[src/rtl/sra_pkg.sv]
package sra_pkg;
  localparam int WORD_W   = 16;
  localparam int ADDR_W   = 2;
  localparam int PAY_W    = WORD_W - ADDR_W;
  localparam int CNT_W    = $clog2(WORD_W + 1);
  localparam int RSEL_LSB = 6;
  localparam int CIDX_LSB = 0;

  typedef enum logic [ADDR_W-1:0] {
    WA_NONE = 2'b00,
    WA_TEST = 2'b01,
    WA_CAL  = 2'b10,
    WA_CTRL = 2'b11
  } wr_addr_e;

  typedef enum logic [1:0] {
    RS_DATA = 2'b00,
    RS_TEST = 2'b01,
    RS_CAL  = 2'b10,
    RS_STAT = 2'b11
  } rd_sel_e;
endpackage

[src/rtl/sra_shifter.sv]
module sra_shifter
  import sra_pkg::*;
(
  input  logic              clk,
  input  logic              rst_n,
  input  logic              fs_n,
  input  logic              sclk,
  input  logic              sdi,
  input  logic [WORD_W-1:0] rd_word_i,
  output logic              sdo,
  output logic              sdo_oe,
  output logic              commit_o,
  output logic [WORD_W-1:0] word_o
);
  localparam logic [CNT_W-1:0] LAST = CNT_W'(WORD_W - 1);
  localparam logic [CNT_W-1:0] FULL = CNT_W'(WORD_W);

  logic              sclk_q, fsn_q, commit_q, commit_d;
  logic [CNT_W-1:0]  cnt_q, cnt_d;
  logic [WORD_W-1:0] sin_q, sin_d, sout_q, sout_d;
  logic              start, rise, fall;

  assign start = fsn_q & ~fs_n;
  assign rise  = ~fs_n & ~start & sclk & ~sclk_q;
  assign fall  = ~fs_n & ~start & ~sclk & sclk_q;

  always_comb begin
    cnt_d    = cnt_q;
    sin_d    = sin_q;
    sout_d   = sout_q;
    commit_d = 1'b0;
    if (fs_n) begin
      cnt_d = '0;
    end else if (start) begin
      cnt_d  = '0;
      sout_d = rd_word_i;
    end else begin
      if (rise && (cnt_q < FULL)) begin
        sin_d    = {sin_q[WORD_W-2:0], sdi};
        cnt_d    = cnt_q + 1'b1;
        commit_d = (cnt_q == LAST);
      end
      if (fall) begin
        sout_d = {sout_q[WORD_W-2:0], 1'b0};
      end
    end
  end

  always_ff @(posedge clk or negedge rst_n) begin
    if (!rst_n) begin
      sclk_q   <= 1'b0;
      fsn_q    <= 1'b1;
      cnt_q    <= '0;
      sin_q    <= '0;
      sout_q   <= '0;
      commit_q <= 1'b0;
    end else begin
      sclk_q   <= sclk;
      fsn_q    <= fs_n;
      cnt_q    <= cnt_d;
      sin_q    <= sin_d;
      sout_q   <= sout_d;
      commit_q <= commit_d;
    end
  end

  assign sdo_oe   = ~fsn_q;
  assign sdo      = sout_q[WORD_W-1] & ~fsn_q;
  assign commit_o = commit_q;
  assign word_o   = sin_q;


  cnt_bound_chk: assert property (@(posedge clk) disable iff (!rst_n)
    cnt_q <= FULL);


  cnt_step_chk: assert property (@(posedge clk) disable iff (!rst_n)
    (cnt_q != $past(cnt_q)) |-> (cnt_q == '0 || cnt_q == CNT_W'($past(cnt_q) + 1'b1)));


  commit_full_chk: assert property (@(posedge clk) disable iff (!rst_n)
    commit_q |-> (cnt_q == FULL));
endmodule

[src/rtl/sra_regbank.sv]
module sra_regbank
  import sra_pkg::*;
#(
  parameter int NCAL   = 4,
  parameter int DATA_W = 12
) (
  input  logic              clk,
  input  logic              rst_n,
  input  logic              commit_i,
  input  logic [WORD_W-1:0] word_i,
  input  logic              conv_load_i,
  input  logic [DATA_W-1:0] conv_result_i,
  output logic [PAY_W-1:0]  ctrl_o,
  output logic [PAY_W-1:0]  test_o,
  output logic [PAY_W-1:0]  cal_o,
  output logic [DATA_W-1:0] data_o
);
  localparam int CIDX_W = (NCAL > 1) ? $clog2(NCAL) : 1;

  wr_addr_e          waddr;
  logic [PAY_W-1:0]  payload;
  logic              ctrl_we, test_we, cal_we;
  logic [CIDX_W-1:0] cidx;
  logic [PAY_W-1:0]  ctrl_q, ctrl_d, test_q, test_d;
  logic [DATA_W-1:0] data_q, data_d;
  logic [PAY_W-1:0]  cal_q [NCAL];

  assign waddr   = wr_addr_e'(word_i[WORD_W-1 -: ADDR_W]);
  assign payload = word_i[PAY_W-1:0];
  assign ctrl_we = commit_i && (waddr == WA_CTRL);
  assign test_we = commit_i && (waddr == WA_TEST);
  assign cal_we  = commit_i && (waddr == WA_CAL);
  assign cidx    = ctrl_q[CIDX_LSB +: CIDX_W];

  always_comb begin
    ctrl_d = ctrl_we ? payload : ctrl_q;
    test_d = test_we ? payload : test_q;
    data_d = conv_load_i ? conv_result_i : data_q;
  end

  always_ff @(posedge clk or negedge rst_n) begin
    if (!rst_n) begin
      ctrl_q <= '0;
      test_q <= '0;
      data_q <= '0;
    end else begin
      ctrl_q <= ctrl_d;
      test_q <= test_d;
      data_q <= data_d;
    end
  end

  for (genvar g = 0; g < NCAL; g++) begin : g_cal
    logic en;
    assign en = cal_we && (cidx == CIDX_W'(g));
    always_ff @(posedge clk or negedge rst_n) begin
      if (!rst_n)  cal_q[g] <= '0;
      else if (en) cal_q[g] <= payload;
    end
  end

  assign ctrl_o = ctrl_q;
  assign test_o = test_q;
  assign cal_o  = cal_q[cidx];
  assign data_o = data_q;


  hold_idle_chk: assert property (@(posedge clk) disable iff (!rst_n)
    !$past(commit_i) |-> ($stable(ctrl_q) && $stable(test_q)));


  null_addr_chk: assert property (@(posedge clk) disable iff (!rst_n)
    ($past(commit_i) && ($past(word_i[WORD_W-1 -: ADDR_W]) == 2'b00))
      |-> ($stable(ctrl_q) && $stable(test_q) && $stable(cal_o)));


  data_ro_chk: assert property (@(posedge clk) disable iff (!rst_n)
    !$past(conv_load_i) |-> $stable(data_q));
endmodule

[src/rtl/sra_readmux.sv]
module sra_readmux
  import sra_pkg::*;
#(
  parameter int DATA_W = 12
) (
  input  rd_sel_e           sel_i,
  input  logic [DATA_W-1:0] data_i,
  input  logic [PAY_W-1:0]  test_i,
  input  logic [PAY_W-1:0]  cal_i,
  input  logic [WORD_W-1:0] stat_i,
  output logic [WORD_W-1:0] word_o
);
  localparam int DPAD = WORD_W - DATA_W;

  always_comb begin
    unique case (sel_i)
      RS_DATA: word_o = {{DPAD{1'b0}}, data_i};
      RS_TEST: word_o = {{ADDR_W{1'b0}}, test_i};
      RS_CAL:  word_o = {{ADDR_W{1'b0}}, cal_i};
      default: word_o = stat_i;
    endcase
  end
endmodule

[src/rtl/sra_port.sv]
module sra_port
  import sra_pkg::*;
#(
  parameter int NCAL   = 4,
  parameter int DATA_W = 12
) (
  input  logic              clk,
  input  logic              rst_n,
  input  logic              fs_n,
  input  logic              sclk,
  input  logic              sdi,
  output logic              sdo,
  output logic              sdo_oe,
  input  logic              conv_load,
  input  logic [DATA_W-1:0] conv_result,
  input  logic [WORD_W-1:0] status_in,
  output logic [PAY_W-1:0]  ctrl_out
);
  logic              rst_meta, rst_i;
  logic              commit;
  logic [WORD_W-1:0] wr_word, rd_word;
  logic [PAY_W-1:0]  test_v, cal_v;
  logic [DATA_W-1:0] data_v;
  rd_sel_e           rsel;

  always_ff @(posedge clk or negedge rst_n) begin
    if (!rst_n) begin
      rst_meta <= 1'b0;
      rst_i    <= 1'b0;
    end else begin
      rst_meta <= 1'b1;
      rst_i    <= rst_meta;
    end
  end

  sra_shifter u_shift (
    .clk       (clk),
    .rst_n     (rst_i),
    .fs_n      (fs_n),
    .sclk      (sclk),
    .sdi       (sdi),
    .rd_word_i (rd_word),
    .sdo       (sdo),
    .sdo_oe    (sdo_oe),
    .commit_o  (commit),
    .word_o    (wr_word)
  );

  sra_regbank #(.NCAL(NCAL), .DATA_W(DATA_W)) u_regs (
    .clk           (clk),
    .rst_n         (rst_i),
    .commit_i      (commit),
    .word_i        (wr_word),
    .conv_load_i   (conv_load),
    .conv_result_i (conv_result),
    .ctrl_o        (ctrl_out),
    .test_o        (test_v),
    .cal_o         (cal_v),
    .data_o        (data_v)
  );

  assign rsel = rd_sel_e'(ctrl_out[RSEL_LSB +: 2]);

  sra_readmux #(.DATA_W(DATA_W)) u_mux (
    .sel_i  (rsel),
    .data_i (data_v),
    .test_i (test_v),
    .cal_i  (cal_v),
    .stat_i (status_in),
    .word_o (rd_word)
  );


  data_lead_chk: assert property (@(posedge clk) disable iff (!rst_i)
    (rsel == RS_DATA) |-> (rd_word[WORD_W-1:DATA_W] == '0));


  idle_quiet_chk: assert property (@(posedge clk) disable iff (!rst_i)
    fs_n |=> !sdo);
endmodule

[config.mk]
export PLATFORM = sky130hd
export DESIGN_NAME = sra_port
export DESIGN_NICKNAME = d
export VERILOG_FILES = /design/src/rtl/sra_pkg.sv /design/src/rtl/sra_shifter.sv /design/src/rtl/sra_regbank.sv /design/src/rtl/sra_readmux.sv /design/src/rtl/sra_port.sv
export SDC_FILE = /design/constraint.sdc
export NUM_CORES = 1
export LEC_CHECK = 0
export BUFFER_PORTS_ARGS = -buffer_cell sky130_fd_sc_hd__buf_2
export CAP_MARGIN = 15
export CORE_ASPECT_RATIO = 1.2
export CORE_MARGIN = 5
export CORE_UTILIZATION = 60
export DETAILED_ROUTE_END_ITERATION = 6
export PLACE_DENSITY = 0.8
export SYNTH_ARGS = -nofsm -noshare
export SYNTH_HDL_FRONTEND = slang
export SYNTH_SLANG_ARGS = --single-unit
export TNS_END_PERCENT = 30
[constraint.sdc]
create_clock -name clk -period 5 [get_ports clk]
set_input_delay 0.75 -clock clk [delete_from_list [all_inputs] [get_ports clk]]
set_output_delay 0.75 -clock clk [all_outputs]
set_load 0.01 [all_outputs]
==> results.json, run 1 <==
{
  "cp_slowest_cell": "dfrtp_1",
  "path_max_fanout": 21,
  "cp-start-kind": "register",
  "finalSetupTns_ns": 0,
  "h-tree-depth": 4,
  "power_density_nw_per_um2": 381,
  "path_clk_slew_ns": 0.06,
  "ir_drop_mv": 0.236,
  "seq_power_share": 0.456,
  "cts_made_buffers": 17,
  "start_util": 0.612,
  "path_class": "reg -> reg",
  "nets": 524,
  "io_buffers": 49,
  "ys_seq_elements": 138,
  "num_io_pins": 50,
  "coreArea_um2": 10000,
  "internal-power_mw": 2.11,
  "required_ns": 5.29,
  "use_met3": 0.0606,
  "max_cap_violations": 0,
  "finalHoldViolations": 0,
  "place_area_um2": 6420,
  "overflow": 0,
  "synth_area_leader_cell": "dfrtp_1",
  "avgSynthCellArea_um2": 13.9,
  "dr_total_vias": 3860,
  "cts_resized": 0,
  "power.switching_mw": 0.594,
  "final_common_cell": "dfrtp_1",
  "min_period_ns": 2.53,
  "place_congestion": 0.784,
  "setup_viol": 0,
  "fillCellCount": 664,
  "grt_usage": 0.231,
  "ys_warn_count": 0,
  "final_cell_mix": "dfrtp_1, mux2_2, buf_2",
  "synth_top_area_share": 0.559,
  "crit_path_end_kind": "register",
  "max_freq_mhz": 395,
  "syn2layout_area_growth_pct": 15.8,
  "tightestPinTransition_ns": 1.03,
  "yosysUniqueCellTypes": 44,
  "grt_max_degree": 87,
  "die_w_um": 102,
  "status": "finished, final reports clean",
  "final.period_utilization": 0.506,
  "grtUsageMet2": 0.365,
  "relSlewSlack": 0.317,
  "syn_area_um2": 6130,
  "arrival_ns": 2.82,
  "cp_top_family": "flip-flops",
  "n_antenna_cell": 0,
  "synthCells": 441,
  "drive_gt1_frac": 0.425,
  "critical-path-max-stage-delay_ns": 1.02,
  "drtAntennaViolNets": 0,
  "antenna_found_initial": 0,
  "syn_nets": 477,
  "drt-initial-drc-count": 185,
  "cp.buffers_inverters": 0,
  "drv_slew": 0,
  "place_inst": 593,
  "crit_path_start": "u_regs.ctrl_o[0]$_DFFE_PN0P_",
  "grt_pass1_wl_mm": 21.6,
  "use_met1": 0.306,
  "wl_mm": 13.1,
  "grt_pass1_vias": 4069,
  "rsz0062_at_grt": "false",
  "reg2reg_from": "u_regs.ctrl_o[0]$_DFFE_PN0P_",
  "drtPass1Iterations": 4,
  "die-area_um2": 12300,
  "clkPwrFrac": 0.492,
  "cts_root_buffer": "clkbuf_16",
  "cellLeakagePower_nw": 3.42,
  "whs_ns": 0.109,
  "finClkSkew_ns": 0.00642,
  "power_mw": 2.70,
  "clkLatencyLatePin_ns": 0.41,
  "final_cell_area_um2": 7100,
  "seq_area_frac_synth": 0.564,
  "ys_top_cells_by_area": "dfrtp_1, mux2_2, mux4_2",
  "p_comb_frac": 0.052,
  "final_cells": 627,
  "sw_frac_of_total": 0.220,
  "post_cts_buffers": 0,
  "vias_per_cell": 6.16,
  "drc": 0,
  "cts.sinks": 138,
  "top_usage_layer": "met2",
  "std_cell_rows": 40,
  "dp_hpwl_mm": 8.57,
  "clockBufferDepth": 2,
  "path_cells": "nand3_1 > mux2_2",
  "tritoncts": "yes",
  "ctsHoldBuffers": 0,
  "die_height_um": 121,
  "hold_path.class": "in -> async",
  "wl_per_cell_um": 20.9
}
area by class of cell:
type / count / area [µm²] / share of cell area
multi-input combinational: 271 / 2520 / 0.355
sequential: 138 / 3460 / 0.487
clock inverter: 12 / 170 / 0.0240
clock buffer: 20 / 467 / 0.0657
tap: 126 / 158 / 0.0222
timing repair buffer: 53 / 299 / 0.0421
inverter: 7 / 26.3 / 0.00370
flip-flops by register name, summed over array words and instances, names as in the netlist, 5 cells and up:
name / cells
u_shift.sout_q: 16
u_regs.test_o: 14
u_regs.ctrl_o: 14
u_regs.data_o: 12
u_shift.word_o: 16
u_shift.cnt_q: 5
u_regs.cal_q: 56
synthesized netlist by cell type:
master and number:
nand3_1 5, a22o_1 8, o211ai_1 5, and3b_1 1, mux4_2 13, buf_2 11, or3b_2 1, a21oi_1 7
nand3b_1 2, clkbuf_1 7, or2_2 1, dfrtp_1 137, a311oi_1 1, a22oi_1 21, nand2_1 24, and2_1 1
nor3b_4 1, nand2_2 1, buf_4 3, xnor2_1 1, nand2b_1 3, o21ai_2 2, mux2i_1 9, nor2_1 10
o221ai_1 1, dfstp_2 1, ha_1 2, inv_1 7, conb_1 1, nor3b_2 2, nor4_1 1, nor2b_1 4
nor3_2 1, buf_1 3, o21ai_0 12, mux2_2 102, mux2_1 10, a221oi_1 1, and3_1 10, nand4_1 1
o22ai_1 2, xor2_1 2, mux2_4 2, buf_6 1
routing by layer:
layer / vias up / routed length (µm)
met3: 28 / 671
met4: 0 / 299
li1: 1711 / -
met2: 110 / 6570
met1: 2011 / 5560
met5: - / 0
cells by family after synthesis:
family                     Yosys count  share of synthesized area
DFF                                138                      0.564
adders and majority gates            2                    0.00408
and+or+nand+nor                     69                     0.0614
AOI/OAI and AO/OA                   60                     0.0680
xor gates and xnor gates             3                    0.00429
muxes                              136                      0.273
other                                1                   0.000612
buffers and inverters               32                     0.0249
through the flow:
stage	util	setup slack, ns
6_report	0.709	2.47
5_1_grt	0.709	2.22
4_1_cts	0.706	2.25
3_5_place_dp	0.642	2.36
3_3_place_gp	0.642	2.45
2_1_floorplan	-	0.872
final timing paths:
path                                                      end  slack (ns)  cells after the start
worst max-delay path              u_regs.cal_q[5]$_DFFE_PN0P_        2.47                      2
worst min-delay path                          rst_i$_DFF_PN0_        0.11                      1
worst max register to register    u_regs.cal_q[5]$_DFFE_PN0P_        2.47                      2
worst min register to register   u_regs.ctrl_o[2]$_DFFE_PN0P_        0.22                      0
max in group asynchronous       u_shift.word_o[9]$_DFFE_PN0P_        3.48                      2
min in group clk                              rst_i$_DFF_PN0_        0.35                      0
power by group through the flow:
stage	Combinational [mW]	Clock (mW)	Sequential, mW
4_1_cts	0.129	1.34	1.24
2_1_floorplan	0.0903	0	1.24
3_3_place_gp	0.121	0	1.26
3_5_place_dp	0.127	0	1.26
6_report	0.140	1.33	1.23
5_1_grt	0.155	1.40	1.24
Power figures use the tool's default switching activity.
==> run 2, diff against run 1 <==
Clock period 5 ns to 2.4 ns, I/O delays scaled along.
==> results.json, run 2 (synthesized netlist as in run 1, its figures left out) <==
{
  "drt-initial-drc-count": 232,
  "cts_root_buffer": "clkbuf_16",
  "drtAntennaViolNets": 0,
  "dp_hpwl_mm": 8.83,
  "n_antenna_cell": 0,
  "die-area_um2": 12300,
  "path_class": "reg -> reg",
  "largest_register": "u_regs.cal_q",
  "final.period_utilization": 0.816,
  "cellLeakagePower_nw": 3.48,
  "arrival_ns": 2.24,
  "die_height_um": 121,
  "largest_reg_flops": 56,
  "grt_pass1_vias": 4242,
  "top_usage_layer": "met2",
  "critical-path-max-stage-delay_ns": 0.68,
  "min_period_ns": 1.96,
  "start_util": 0.612,
  "path_max_fanout": 9,
  "tritoncts": "yes",
  "dr_total_vias": 3878,
  "multiInputGateArea_um2": 2520,
  "max_cap_violations": 0,
  "relSlewSlack": 0.534,
  "final_common_cell": "dfrtp_1",
  "wl_per_cell_um": 20.5,
  "crit_path_end_kind": "register",
  "ctsHoldBuffers": 1,
  "overflow": 0,
  "path_cells": "buf_4 > mux4_2 > nand2_1 > and3_1 > o21ai_0",
  "drtPass1Iterations": 4,
  "rsz0062_at_grt": "false",
  "setup_viol": 0,
  "io_buffers": 49,
  "cp_slowest_cell": "dfrtp_1",
  "nets": 537,
  "hold_path.class": "in -> reg",
  "finalSetupTns_ns": 0,
  "use_met3": 0.0554,
  "use_met1": 0.307,
  "finalHoldViolations": 0,
  "final_cell_mix": "dfrtp_1, mux2_2, buf_2",
  "max_freq_mhz": 510,
  "coreArea_um2": 10000,
  "finClkSkew_ns": 0.00908,
  "cts_resized": 0,
  "grtUsageMet2": 0.372,
  "cp-start-kind": "register",
  "seq_area_um2": 3460,
  "cts_made_buffers": 17,
  "fillCellCount": 681,
  "wl_mm": 13.1,
  "die_w_um": 102,
  "grt_usage": 0.234,
  "power_density_nw_per_um2": 786,
  "drive_gt1_frac": 0.436,
  "post_cts_buffers": 0,
  "h-tree-depth": 4,
  "drc": 0,
  "vias_per_cell": 6.06,
  "fin_util": 0.719,
  "clockBufferDepth": 2,
  "clkLatencyLatePin_ns": 0.42,
  "cts.sinks": 138,
  "syn2layout_area_growth_pct": 17.5,
  "required_ns": 2.68,
  "ir_drop_mv": 0.616,
  "antenna_found_initial": 0,
  "grt_pass1_wl_mm": 21.9,
  "status": "finished, final reports clean",
  "tightestPinTransition_ns": 0.700,
  "path_clk_slew_ns": 0.06,
  "drv_slew": 0,
  "num_io_pins": 50,
  "place_congestion": 0.873,
  "preCtsSetupSlack_ns": 0.427,
  "std_cell_rows": 40,
  "setup_ws_ns": 0.441,
  "grt_max_degree": 52
}
## run 2: cell count changes in the layout (fill, tap and decap cells not counted), sizes merged
| cell | before | now |
|---|---|---|
| buf | 53 | 65 |
| inv | 7 | 10 |
| clkbuf | 20 | 19 |
| clkinv | 4 | 3 |
| clkinvlp | 4 | 3 |
| dlygate4sd3 | 0 | 1 |
## run 2: final timing paths
path	to	start	slack, ns	cells after the start
max	u_shift.sout_q[9]$_DFFE_PN0P_	u_regs.ctrl_o[0]$_DFFE_PN0P_	0.44	5
min	u_shift.sclk_q$_DFF_PN0_	sclk	0.11	1
max reg2reg	u_shift.sout_q[9]$_DFFE_PN0P_	u_regs.ctrl_o[0]$_DFFE_PN0P_	0.44	5
min reg2reg	rst_i$_DFF_PN0_	rst_meta$_DFF_PN0_	0.35	0
max in group asynchronous	u_shift.word_o[8]$_DFFE_PN0P_	rst_i$_DFF_PN0_	1.31	1
min in group asynchronous	rst_meta$_DFF_PN0_	rst_n	0.26	2
## run 2: area by class of cell
type | count | share of cell area
clock inverter | 13 | 0.0266
multi-input combinational | 271 | 0.350
sequential | 138 | 0.480
inverter | 7 | 0.00365
timing repair buffer | 66 | 0.0556
clock buffer | 19 | 0.0615
tap | 126 | 0.0219
## run 2: critical path: cells and delay by family, from the launching register on
| family | cells | cell delay [ns] |
|---|---|---|
| AO/OA/AOI/OAI | 1 | 0.08 |
| flip-flops | 1 | 0.68 |
| AND/OR/NAND/NOR | 2 | 0.26 |
| multiplexers | 1 | 0.53 |
| buffers and inverters | 1 | 0.27 |
## run 2: routing by layer
metal	up-vias	routed length [µm]
met5	-	0
met4	0	303
met3	29	656
met2	115	6610
met1	1989	5560
li1	1745	-
## run 2: through the flow
stage	hold slack [ns]	area, µm²	instances	power, mW
after floorplan	0.0644	6130	441	2.76
after global placement	0.145	6560	607	2.89
after detailed placement	0.150	6560	607	2.90
after CTS	0.0922	7200	640	5.70
after global routing	0.107	7200	640	5.87
final	0.108	7200	640	5.66
## run 2: power by group
part           total, mW  leakage (nW)  internal, mW  switching [mW]
logic              0.288          1.32         0.153           0.134
clock network       2.79         0.301          1.78            1.01
registers           2.58          1.86          2.43           0.153
==> run 3, diff against run 2 <==
Settings changed: ABC_AREA set to 1, CORE_UTILIZATION 60 to 54, PLACE_DENSITY 0.8 to 0.76.
Clock period 2.4 ns to 1.7 ns, I/O delays scaled along.
==> results.json, run 3 <==
{
  "status": "finished, final reports clean",
  "synth_top_family_by_area": "simple AND/OR/NAND/NOR gates",
  "synth-simple-area-share": 0.209,
  "seq_area_frac_synth": 0.564,
  "ys_seq_elements": 138,
  "drtPass1Iterations": 5,
  "synthAdderAreaFrac": 0.00408,
  "syn2layout_area_growth_pct": 18.1,
  "n_antenna_cell": 0,
  "worstHoldEndpoint": "u_regs.data_o[11]$_DFFE_PN0P_",
  "power_density_nw_per_um2": 1170,
  "synth_compound_area_frac": 0.152,
  "die_height_um": 127,
  "top_layer_used": "met4",
  "cp-start-kind": "register",
  "dp_hpwl_mm": 9.55,
  "path_class": "reg -> reg",
  "ys_top_cells_by_area": "dfrtp_1, nand2_1, o21ai_0",
  "finalHoldViolations": 0,
  "async_flop_share": 1.00,
  "cts.sinks": 138,
  "max_cap_violations": 0,
  "place_area_um2": 6490,
  "cts_made_buffers": 17,
  "yosys.area_share.xor_xnor": 0,
  "yosysUniqueCellTypes": 32,
  "path_cells": "nand2_1 > inv_2 > nand2_4 > nand2_1 > o21ai_0",
  "finClkSkew_ns": 0.00656,
  "r2r_cells": 5,
  "largest_register": "u_regs.cal_q",
  "synth_top_area_share": 0.559,
  "overflow": 0,
  "finalSetupTns_ns": 0,
  "syn_nets": 744,
  "synthFlopType": "dfrtp_1",
  "max_freq_mhz": 644,
  "whs_ns": 0.0367,
  "io_buffers": 49,
  "nets": 794,
  "wl_met1_mm": 6.54,
  "reg2reg_from": "u_regs.ctrl_o[0]$_DFFE_PN0P_",
  "final_cells": 925,
  "cp_top_family": "flip-flops",
  "cellLeakagePower_nw": 3.47,
  "wl_per_cell_um": 15.4,
  "num_io_pins": 50,
  "clockBufferDepth": 2,
  "grt_pass1_vias": 4790,
  "synthCells": 708,
  "synth_area_leader_cell": "dfrtp_1",
  "h-tree-depth": 4,
  "die-area_um2": 13600,
  "reg2reg_to": "u_regs.cal_q[40]$_DFFE_PN0P_",
  "std_cell_rows": 42,
  "drtAntennaViolNets": 0,
  "crit_path_start": "u_regs.ctrl_o[0]$_DFFE_PN0P_",
  "tritoncts": "yes",
  "synthMuxAreaShare": 0,
  "rsz0062_at_grt": "false",
  "cp_slowest_cell": "dfrtp_1",
  "grt_usage": 0.225,
  "coreArea_um2": 11100,
  "clkLatencyLatePin_ns": 0.43,
  "drv_slew": 0,
  "die_w_um": 107,
  "grt_pass1_wl_mm": 24.1,
  "ys_warn_count": 0,
  "final_cell_area_um2": 7240,
  "tightestPinTransition_ns": 0.578,
  "dr_wl_met2_mm": 6.58,
  "drc": 0,
  "setup_viol": 0,
  "synth-edff-count": 0,
  "crit_path_end_kind": "register",
  "place_inst": 890,
  "largest_reg_flops": 56,
  "relSlewSlack": 0.614,
  "preCtsSetupSlack_ns": 0.0599,
  "hold_path.class": "in -> reg",
  "path_max_fanout": 28,
  "place_congestion": 0.905,
  "wl_met3_um": 778,
  "drive_gt1_frac": 0.162,
  "ir_drop_mv": 0.849,
  "final_common_cell": "nand2_1",
  "drt-initial-drc-count": 392,
  "fillCellCount": 915,
  "final.period_utilization": 0.913,
  "hp-start": "conv_result[11]",
  "wl_mm": 14.2,
  "arrival_ns": 1.84,
  "path_clk_slew_ns": 0.06,
  "path_common_cell": "nand2_1",
  "grt_max_degree": 39,
  "avgSynthCellArea_um2": 8.66,
  "cp.buffers_inverters": 1,
  "final_cell_mix": "nand2_1, dfrtp_1, o21ai_0",
  "start_util": 0.553,
  "cts_root_buffer": "clkbuf_16",
  "yosysMostFrequentCell": "nand2_1",
  "syn_area_um2": 6130,
  "crit_cells": 5,
  "antenna_found_initial": 0,
  "dr_total_vias": 4927,
  "setup_ws_ns": 0.148,
  "rrSetupSlack_ns": 0.15,
  "worstHoldPathCells": 3,
  "critical-path-max-stage-delay_ns": 0.55,
  "min_period_ns": 1.55,
  "required_ns": 1.99,
  "vias_per_cell": 5.33,
  "synth_common_cells": "nand2_1, dfrtp_1, o21ai_0"
}
[run 3: changes by cell type after synthesis, sizes merged, moves of 11 or more]
cell   previous run  this run
o21a              0        11
nand2            25       249
mux2            114         0
inv               7        53
a22oi            21         1
mux4             13         0
o21ai            14       133
nand4             1        14
nor2             10        43
[run 3: logic make-up after synthesis]
kind of cell | count (synthesis)
adders and majority gates | 2
other | 1
DFF | 138
and+or+nand+nor | 314
AOI/OAI and AO/OA | 166
buffers and inverters | 87
[run 3: worst max path at each step]
stage / endpoint / slack, ns
floorplan: u_regs.cal_q[0]$_DFFE_PN0P_ / 0.25
global placement: u_regs.cal_q[41]$_DFFE_PN0P_ / 0.11
detailed placement: u_regs.cal_q[40]$_DFFE_PN0P_ / 0.06
CTS: u_regs.cal_q[3]$_DFFE_PN0P_ / 0.10
global route: u_regs.cal_q[40]$_DFFE_PN0P_ / 0.04
finish: u_regs.cal_q[40]$_DFFE_PN0P_ / 0.15
[run 3: layout make-up]
cell class	count	area, µm²	area share
Multi-Input combinational cell	483	2250	0.311
Timing Repair Buffer	65	423	0.0584
Sequential cell	138	3460	0.478
Inverter	53	199	0.0275
Clock buffer	19	443	0.0612
Tap cell	154	193	0.0266
Clock inverter	13	270	0.0373
[run 3: tightest hold or removal path: cells and delay by family]
kind                   cells  cell delay [ns]
AO/OA/AOI/OAI              1             0.05
AND/OR/NAND/NOR            1             0.04
buffers and inverters      1             0.08
[run 3: repair_timing]
item | 4_1_cts | 5_1_grt
hold endpoints to repair | 4 | 0
resized for setup | 1 | 1
endpoints found under the setup margin | 1 | 14
hold buffers | 3 | 0
buffers inserted | 0 | 0
pin swaps | 0 | 0
[run 3: routing by layer]
metal  vias to the layer above  track usage
li1                       2382            -
met1                      2359        0.314
met2                       155        0.337
met3                        31       0.0539
met4                         0        0.100
met5                         -            0
[run 3: power breakdown]
group	switching (mW)	total, mW	internal (mW)
Combinational	0.338	0.504	0.165
Clock	1.39	4.47	3.08
Sequential	0.0766	3.50	3.42
[run 3: per-stage QoR]
stage	total power, mW	util
2_1_floorplan	3.85	-
3_3_place_gp	4.04	0.585
3_5_place_dp	4.06	0.585
4_1_cts	8.53	0.652
5_1_grt	8.76	0.653
6_report	8.47	0.653
